===== config.mk =====
export PLATFORM = sky130hd
export DESIGN_NAME = exc_entry_seq
export DESIGN_NICKNAME = d
export VERILOG_FILES = /design/src/rtl/exc_seq_pkg.sv /design/src/rtl/exc_decide.sv /design/src/rtl/exc_target.sv /design/src/rtl/exc_entry_seq.sv
export SDC_FILE = /design/constraint.sdc
export NUM_CORES = 1
export LEC_CHECK = 0
export BUFFER_PORTS_ARGS = -buffer_cell sky130_fd_sc_hd__buf_2
export CAP_MARGIN = 20
export CELL_PAD_IN_SITES_DETAIL_PLACEMENT = 0
export CELL_PAD_IN_SITES_GLOBAL_PLACEMENT = 2
export CORE_MARGIN = 2
export CORE_UTILIZATION = 32
export DETAILED_ROUTE_END_ITERATION = 10
export PLACE_DENSITY_LB_ADDON = 0.05
export RECOVER_POWER = 100
export SLEW_MARGIN = 10
export SYNTH_ARGS = -nofsm -noshare
export SYNTH_HDL_FRONTEND = slang
export SYNTH_HIERARCHICAL = 1
export SYNTH_SLANG_ARGS = --single-unit

===== constraint.sdc =====
create_clock -name clk -period 8.4 [get_ports clk]
set_input_delay 0.84 -clock clk [delete_from_list [all_inputs] [get_ports clk]]
set_output_delay 0.84 -clock clk [all_outputs]
set_load 0.02 [all_outputs]

===== src/rtl/exc_seq_pkg.sv =====
package exc_seq_pkg;
    localparam int XLEN   = 32;
    localparam int CODE_W = 12;
    localparam int MASK_W = 4;

    typedef logic [XLEN-1:0]   word_t;
    typedef logic [CODE_W-1:0] code_t;

    // status word bit positions consumed by the core
    localparam int SR_FD     = 15;
    localparam int SR_BL     = 28;
    localparam int SR_RB     = 29;
    localparam int SR_MD     = 30;
    localparam int SR_MASK_L = 4;

    localparam code_t CODE_PWRON   = 12'h000;
    localparam code_t CODE_MANRST  = 12'h020;
    localparam code_t CODE_MULTIHT = 12'h140;
    localparam code_t CODE_MISS_RD = 12'h040;
    localparam code_t CODE_MISS_WR = 12'h060;
    localparam code_t CODE_TRAP    = 12'h160;
    localparam code_t CODE_BL_OK   = 12'h1E0;

    localparam word_t RESET_PC = 32'hA000_0000;
    localparam word_t OFS_GEN  = 32'h0000_0100;
    localparam word_t OFS_MISS = 32'h0000_0400;
    localparam word_t OFS_IRQ  = 32'h0000_0600;
    localparam word_t INSN_STEP = 32'd2;

    typedef enum logic [1:0] {
        EV_NONE,
        EV_RESET,
        EV_EXC,
        EV_IRQ
    } ev_kind_e;

    typedef struct packed {
        word_t ssr;
        word_t spc;
        word_t sgr;
        word_t sr;
        word_t pc;
        code_t expevt;
        code_t intevt;
        logic  wr_exp;
        logic  wr_int;
    } entry_t;

    function automatic logic is_reset_class(code_t c);
        return (c == CODE_PWRON) || (c == CODE_MANRST) || (c == CODE_MULTIHT);
    endfunction

    function automatic logic is_miss(code_t c);
        return (c == CODE_MISS_RD) || (c == CODE_MISS_WR);
    endfunction
endpackage


===== src/rtl/exc_decide.sv =====
module exc_decide
    import exc_seq_pkg::*;
(
    input  logic     req,
    input  logic     exc_pend,
    input  code_t    exc_code,
    input  logic     irq_pend,
    input  logic     irq_vec_valid,
    input  logic     blocked,
    input  logic     in_dslot,
    input  logic     in_sleep,
    output ev_kind_e kind
);
    logic irq_ok;

    // interrupts wait out delay slots and the block bit (unless asleep)
    assign irq_ok = irq_pend && irq_vec_valid && !in_dslot && (!blocked || in_sleep);

    always_comb begin
        kind = EV_NONE;
        if (req) begin
            if (exc_pend) begin
                kind = (blocked && (exc_code != CODE_BL_OK)) ? EV_RESET : EV_EXC;
            end else if (irq_ok) begin
                kind = EV_IRQ;
            end
        end
    end
endmodule


===== src/rtl/exc_target.sv =====
module exc_target
    import exc_seq_pkg::*;
(
    input  ev_kind_e kind,
    input  code_t    exc_code,
    input  code_t    irq_vec,
    input  word_t    sr,
    input  word_t    pc,
    input  word_t    r15,
    input  word_t    vbr,
    input  logic     in_dslot,
    output entry_t   ent
);
    word_t rewind;
    word_t trap_adv;

    assign rewind   = in_dslot ? INSN_STEP : '0;
    assign trap_adv = (kind == EV_EXC && exc_code == CODE_TRAP) ? INSN_STEP : '0;

    always_comb begin
        ent        = '0;
        ent.ssr    = sr;
        ent.sgr    = r15;
        ent.spc    = pc - rewind + trap_adv;
        ent.sr     = sr;
        ent.sr[SR_BL] = 1'b1;
        ent.sr[SR_MD] = 1'b1;
        ent.sr[SR_RB] = 1'b1;
        ent.expevt = exc_code;
        ent.intevt = irq_vec;
        ent.wr_exp = (kind == EV_EXC);
        ent.wr_int = (kind == EV_IRQ);
        if (kind == EV_IRQ) begin
            ent.pc = vbr + OFS_IRQ;
        end else if (is_reset_class(exc_code)) begin
            ent.sr[SR_FD] = 1'b0;
            ent.sr[SR_MASK_L +: MASK_W] = '1;
            ent.pc = RESET_PC;
        end else if (is_miss(exc_code)) begin
            ent.pc = vbr + OFS_MISS;
        end else begin
            ent.pc = vbr + OFS_GEN;
        end
    end
endmodule


===== src/rtl/exc_entry_seq.sv =====
module exc_entry_seq
    import exc_seq_pkg::*;
(
    input  logic              clk,
    input  logic              rst,
    input  logic              req_i,
    input  logic              exc_pend_i,
    input  logic [CODE_W-1:0] exc_code_i,
    input  logic              irq_pend_i,
    input  logic              irq_vec_valid_i,
    input  logic [CODE_W-1:0] irq_vec_i,
    output logic [MASK_W-1:0] irq_mask_o,
    input  logic [XLEN-1:0]   sr_i,
    input  logic [XLEN-1:0]   pc_i,
    input  logic [XLEN-1:0]   r15_i,
    input  logic [XLEN-1:0]   vbr_i,
    input  logic              in_dslot_i,
    input  logic              in_sleep_i,
    output logic              taken_o,
    output logic              reset_req_o,
    output logic              dslot_clr_o,
    output logic              sleep_clr_o,
    output logic              resv_clr_o,
    output logic [XLEN-1:0]   ssr_o,
    output logic [XLEN-1:0]   spc_o,
    output logic [XLEN-1:0]   sgr_o,
    output logic [XLEN-1:0]   sr_o,
    output logic [XLEN-1:0]   pc_o,
    output logic [CODE_W-1:0] expevt_o,
    output logic [CODE_W-1:0] intevt_o
);
    ev_kind_e kind;
    entry_t   ent;
    logic     take;

    assign irq_mask_o = sr_i[SR_MASK_L +: MASK_W];

    exc_decide u_decide (
        .req           (req_i),
        .exc_pend      (exc_pend_i),
        .exc_code      (exc_code_i),
        .irq_pend      (irq_pend_i),
        .irq_vec_valid (irq_vec_valid_i),
        .blocked       (sr_i[SR_BL]),
        .in_dslot      (in_dslot_i),
        .in_sleep      (in_sleep_i),
        .kind          (kind)
    );

    exc_target u_target (
        .kind     (kind),
        .exc_code (exc_code_i),
        .irq_vec  (irq_vec_i),
        .sr       (sr_i),
        .pc       (pc_i),
        .r15      (r15_i),
        .vbr      (vbr_i),
        .in_dslot (in_dslot_i),
        .ent      (ent)
    );

    assign take = (kind == EV_EXC) || (kind == EV_IRQ);

    always_ff @(posedge clk) begin
        if (rst) begin
            taken_o     <= 1'b0;
            reset_req_o <= 1'b0;
            dslot_clr_o <= 1'b0;
            sleep_clr_o <= 1'b0;
            resv_clr_o  <= 1'b0;
            ssr_o       <= '0;
            spc_o       <= '0;
            sgr_o       <= '0;
            sr_o        <= '0;
            pc_o        <= '0;
            expevt_o    <= '0;
            intevt_o    <= '0;
        end else begin
            taken_o     <= take;
            reset_req_o <= (kind == EV_RESET);
            dslot_clr_o <= take && in_dslot_i;
            sleep_clr_o <= take;
            resv_clr_o  <= take;
            if (take) begin
                ssr_o <= ent.ssr;
                spc_o <= ent.spc;
                sgr_o <= ent.sgr;
                sr_o  <= ent.sr;
                pc_o  <= ent.pc;
                if (ent.wr_exp) expevt_o <= ent.expevt;
                if (ent.wr_int) intevt_o <= ent.intevt;
            end
        end
    end

    AST_PULSE_EXCL: assert property (@(posedge clk) disable iff (rst)
        !(taken_o && reset_req_o));
    AST_RESET_CAUSE: assert property (@(posedge clk) disable iff (rst)
        reset_req_o |-> $past(sr_i[SR_BL] && exc_pend_i && req_i));
    AST_RESET_HOLDS: assert property (@(posedge clk) disable iff (rst)
        reset_req_o |-> $stable(pc_o) && $stable(spc_o));
    AST_IRQ_VEC: assert property (@(posedge clk) disable iff (rst)
        (taken_o && !$past(exc_pend_i)) |-> $past(irq_vec_valid_i));
    AST_IRQ_DSLOT: assert property (@(posedge clk) disable iff (rst)
        (taken_o && !$past(exc_pend_i)) |-> !$past(in_dslot_i));
    AST_ENTRY_SR: assert property (@(posedge clk) disable iff (rst)
        taken_o |-> (sr_o[SR_BL] && sr_o[SR_MD] && sr_o[SR_RB] && ssr_o == $past(sr_i)));
    AST_NO_REQ_IDLE: assert property (@(posedge clk) disable iff (rst)
        !$past(req_i) |-> !taken_o && !reset_req_o);
endmodule


# Word level (Yosys, flattened, before mapping)

Index checks and enable logic that the tools add are counted.

Register bits: 187
Input bits: 160
Logic and storage cells: 53

$add $sub $neg: 5
Equality and inequality tests: 9
Mux-type cells: 13
Reduce and logical (&&, ||, !) cells: 16

Operators with widths:

| kind                                                             | number |
|---|---|
| 32-bit 2-to-1 mux                                                | 3 |
| 32-bit by 11-bit adder with 32-bit output, second input constant | 2 |
| 32-bit adder                                                     | 1 |
| 32-bit by 9-bit adder with 32-bit output, second input constant  | 1 |
| 32-bit subtractor                                                | 1 |
| 12-bit by 7-bit == test with 1-bit output, second input constant | 2 |
| 12-bit by 9-bit == test with 1-bit output, second input constant | 2 |
| 12-bit by 6-bit == test with 1-bit output, second input constant | 1 |
| 12-bit zero test                                                 | 1 |
| 2-bit 2-to-1 mux                                                 | 6 |
| 12-bit by 9-bit != test with 1-bit output, second input constant | 1 |
| 4-bit 2-to-1 mux                                                 | 2 |
| 1-bit logical AND                                                | 6 |
| 1-bit logical OR                                                 | 5 |
| 2-bit == test, second input constant                             | 2 |
| 2-bit AND reduction                                              | 2 |
| 2-bit by 1-bit == test with 1-bit output, second input constant  | 1 |
| 1-bit zero test                                                  | 2 |
| 1-bit 2-to-1 mux                                                 | 2 |

# Longest topological paths before layout

Depth after elaboration: 10
Depth in mapped cells: 18
Depth with buffers taken out: 18

# Modules after synthesis

Netlist, hierarchy kept.

By module, submodules not included:

| module        | times used | cells an instance | area an instance (um^2) | sequential area each (um^2) |
|---|---|---|---|---|
| exc_entry_seq | 1          | 637               | 6940.4                  | 3743.6 |
| exc_target    | 1          | 585               | 3865.0                  | 0.0 |
| exc_decide    | 1          | 13                | 117.6                   | 0.0 |

# Least setup slack after synthesis

Ideal clock, no wire load.

Path kind: input-to-reg
From: input port exc_code_i[2]
To: register spc_o[29]
Data arrival time: 4.751 ns
Data required time: 8.272 ns
Path slack: 3.522 ns
Stages: 17
Path buffers: 0
Path through: nor4b_2 > a31oi_1 > a211oi_2 > nor2b_1 > nand4_1 > or4_1 > fa_1 > fa_1 > nor2b_1 > o31ai_1 > a31oi_1 > a41oi_1 > o21ai_0 > a211oi_1 > xnor2_1 > mux2i_1 > nor2_1

RTL lines:

| element              | line                | RTL |
|---|---|---|
| start, declared      | exc_entry_seq.sv:8  | `input logic [CODE_W-1:0] exc_code_i,` |
| end signal, assigned | exc_entry_seq.sv:86 | `spc_o <= ent.spc;` |
| end, declared        | exc_entry_seq.sv:25 | `output logic [XLEN-1:0] spc_o,` |

# Final worst setup path

From: input port exc_code_i[2]
To: register ssr_o[17]

Word-level cells in the longest chain between the ends: 7
Elaborated cells on any way between the ends: 8
Classes of those cells: 3 x eq/ne; 3 x mux; 2 x reduce/logical

Ends and longest elaborated chain:

| element                                     | line                | RTL |
|---|---|---|
| 12-bit by 9-bit != test with 1-bit output * | exc_decide.sv:23    | `kind = (blocked && (exc_code != CODE_BL_OK)) ? EV_RESET : EV_EXC;` |
| 1-bit logical AND *                         | exc_decide.sv:23    |  |
| 2-bit 2-to-1 mux *                          | exc_decide.sv:23    |  |
| 2-bit 2-to-1 mux *                          | exc_decide.sv:22    | `if (exc_pend) begin` |
| 2-bit 2-to-1 mux *                          | exc_decide.sv:21    | `if (req) begin` |
| via kind[1]                                 | exc_entry_seq.sv:32 | `ev_kind_e kind;` |
| 2-bit == test                               | exc_entry_seq.sv:62 | `assign take = (kind == EV_EXC) \|\| (kind == EV_IRQ);` |
| 1-bit logical OR *                          | exc_entry_seq.sv:62 |  |
| end signal, assigned                        | exc_entry_seq.sv:85 | `ssr_o <= ent.ssr;` |
| end, declared                               | exc_entry_seq.sv:24 | `output logic [XLEN-1:0] ssr_o,` |

Mark *: on every way through the listed nets, which the timed path passes. The rest lies on a longest branch.
A chain may end at the register's enable or synchronous reset.

==> results.yml <==
status:
  status: "finished with violations"
  violations: "max-capacitance violations, max-slew violations"
worst_setup_path:
  worstPathArrival_ps: 6600
  slowest_delay_ps: 3320
  crit_path_start_kind: "primary input"
  crit_type: "primary input to flop"
  cp_max_fo: 148
  cp-end-kind: "flop"
  path_cells: "clkbuf_1, nor4b_1, a31oi_1, a211oi_4, buf_4, clkbuf_2, mux2i_1, nor2_1"
  crit_buf_inv: 3
  crit_required_ps: 8710
  cpMaxStageDelayCell: "clkbuf_2"
  crit_family: "buffers and inverters"
timing:
  setup_violations: 0
  hold_ws_ps: 492
  clock_skew_ps: 0
  rsz0062_at_grt: "false"
  fmax_ghz: 0.159
  hold_viol: 0
  relSlewSlack_pct: -206
  max_slew.worst_pin.slew_ps: 4600
  finalCritPeriodShare_pct: 74.9
  setup_tns_ps: 0
  worst_slack_ps: 2110
  maxSlewViolCount: 191
  finalCriticalPeriod_ps: 6290
grt:
  grt_pass1_vias: 9028
  groute.usage.overall_pct: 18.3
  antenna_found_initial: 8
  grt_max_degree: 149
  grt_overflow: 0
  grt_pass1_wl_um: 51200
final_layout:
  layout_common_cells: "nor2_1 (203), clkbuf_1 (196), dfxtp_1 (187)"
  area_delta_synth_final_pct: 12.6
  drive_above_1_share_pct: 16.2
  nFillCells: 3676
  final_nets: 1619
  final_common_cell: "nor2_1"
detailed_routing:
  avgViaCountPerCell: 4.76
  ant_nets: 0
  wl_met2_um: 15100
  drt-total-wl_um: 32600
  drc: 0
  wl_per_cell_um: 17.3
  wl_met1_um: 14400
  maxUsedRoutingLayer: "met5"
  dr.pass1.iters: 4
  drtIter0Drc: 365
  vias: 9004
  wl_met3_um: 2320
floorplan:
  dieArea_um2: 35600
  start_util_pct: 32.6
  core-area_um2: 33500
  die_width_um: 189
  die_y_um: 189
  rows: 67
  io_pins: 353
placed_design:
  globalplace.congestion: 0.793
  dp_hpwl_um: 24100
  pre_cts_ws_ps: 2610
  port_buffers: 352
logic_synthesis:
  synth-main-ff-cell: "dfxtp_1"
  syn-cell-area_um2: 10900
  avgSynthCellArea_um2: 8.84
  ys_top_cells_by_area: "dfxtp_1 (34%), mux2i_1 (15%), buf_4 (8.6%)"
  netlist.area_leader.share_pct: 34.3
  ys.warnings.count: 6
  yosys.area.top_type: "dfxtp_1"
  ys_ff_latch: 187
  async_flop_share_pct: 0
  post_synth_num_cell_types: 79
  synth_edf_count: 0
  ys_seq_area_share_pct: 34.3
  synthCells: 1235
clock_network:
  cts_tree: "yes"
  cts_setup_buffers: 0
  clock-sinks: 187
  path_clk_slew_ps: 70
  cts_root_buf: "clkbuf_16"
  clock_latency_ps: 450
  ctsHoldBuffers: 0
  cts_buffers: 17
  post_cts_resized: 0
  clk_path_buf_depth: 2
  htree_num_levels: 4
power:
  ir_drop_uv: 138
  power_density_nw_per_um2: 189
  p_leak_uw: 0.00494
  power_uw: 2330
hold_path:
  hold_path_class: "flop to flop"
flow_run:
  maxCapViolCount: 2
-- cells in the mapped netlist (all sizes together), types with 9 or more instances --
| master | number |
|---|---|
| ha | 34 |
| a21bo | 24 |
| a21o | 9 |
| o21ai | 39 |
| mux2i | 161 |
| a21oi | 57 |
| or2 | 11 |
| inv | 40 |
| nor2 | 203 |
| nand4 | 10 |
| nor2b | 16 |
| buf | 162 |
| nand3 | 44 |
| clkbuf | 29 |
| dfxtp | 187 |
| nand2 | 42 |
| xnor2 | 21 |
| xor2 | 14 |
| a31oi | 18 |
-- report_power, final --
| part | switching, µW | total, µW | internal [µW] |
|---|---|---|---|
| Sequential | 23.9 | 954 | 930 |
| Clock | 402 | 914 | 511 |
| Combinational | 278 | 461 | 183 |
-- sequential cells by signal, summed over array words and instances, names as in the netlist --
register,count
pc_o,32
sgr_o,32
spc_o,32
sr_o,32
ssr_o,32
expevt_o,12
intevt_o,12
dslot_clr_o,1
reset_req_o,1
resv_clr_o,1
-- routing by layer --
metal | vias up | global-route usage [%]
met1 | 4157 | 22.6
met3 | 44 | 6.11
met5 | - | 0
met2 | 286 | 30.1
li1 | 4509 | -
met4 | 8 | 5.89
-- worst reg2reg max path, stage by stage, from the launching register on --
cell and delay (ps):
dfxtp_1 430, mux2i_1 110, nor2_1 190
-- final timing paths --
path	start	endpoint	slack [ps]	cells after the start
max reg2reg	pc_o[30]$_SDFFE_PP0P_	pc_o[30]$_SDFFE_PP0P_	7600	2
max	exc_code_i[2]	ssr_o[17]$_SDFFE_PP0P_	2110	8
min	sgr_o[13]$_SDFFE_PP0P_	sgr_o[13]$_SDFFE_PP0P_	490	2
min reg2reg	sgr_o[13]$_SDFFE_PP0P_	sgr_o[13]$_SDFFE_PP0P_	490	2
-- cells by family (layout without fill, tap and decap cells) --
family	Yosys count	in the layout	share of synthesized area, %
fa+ha+maj	36	36	4.26
simple gates	378	378	16.3
xor+xnor	35	35	2.81
flops	187	187	34.3
buf+inv	232	431	14.2
other cells	1	9	0.0343
compound gates	204	204	13.4
mux	162	162	14.9
-- metrics by stage --
| stage | cells | util, % | instance area [µm²] |
|---|---|---|---|
| after floorplan | 1237 | - | 10900 |
| after global placement | 1852 | 35.6 | 11900 |
| after detailed placement | 1852 | 35.6 | 11900 |
| after CTS | 1884 | 37.5 | 12600 |
| after global routing | 1886 | 36.7 | 12300 |
| final | 1890 | 36.7 | 12300 |
-- final cells by class --
cell class	count	area (µm²)	share of cell area, %
clock buffer	17	425	3.46
timing repair buffer	358	1560	12.7
multi-input combinational	818	5610	45.6
inverter	41	154	1.25
clock inverter	15	234	1.90
sequential	187	3740	30.4
tap	448	561	4.56
antenna	6	15.0	0.122
No activity file was read; power rests on OpenSTA's default activity.
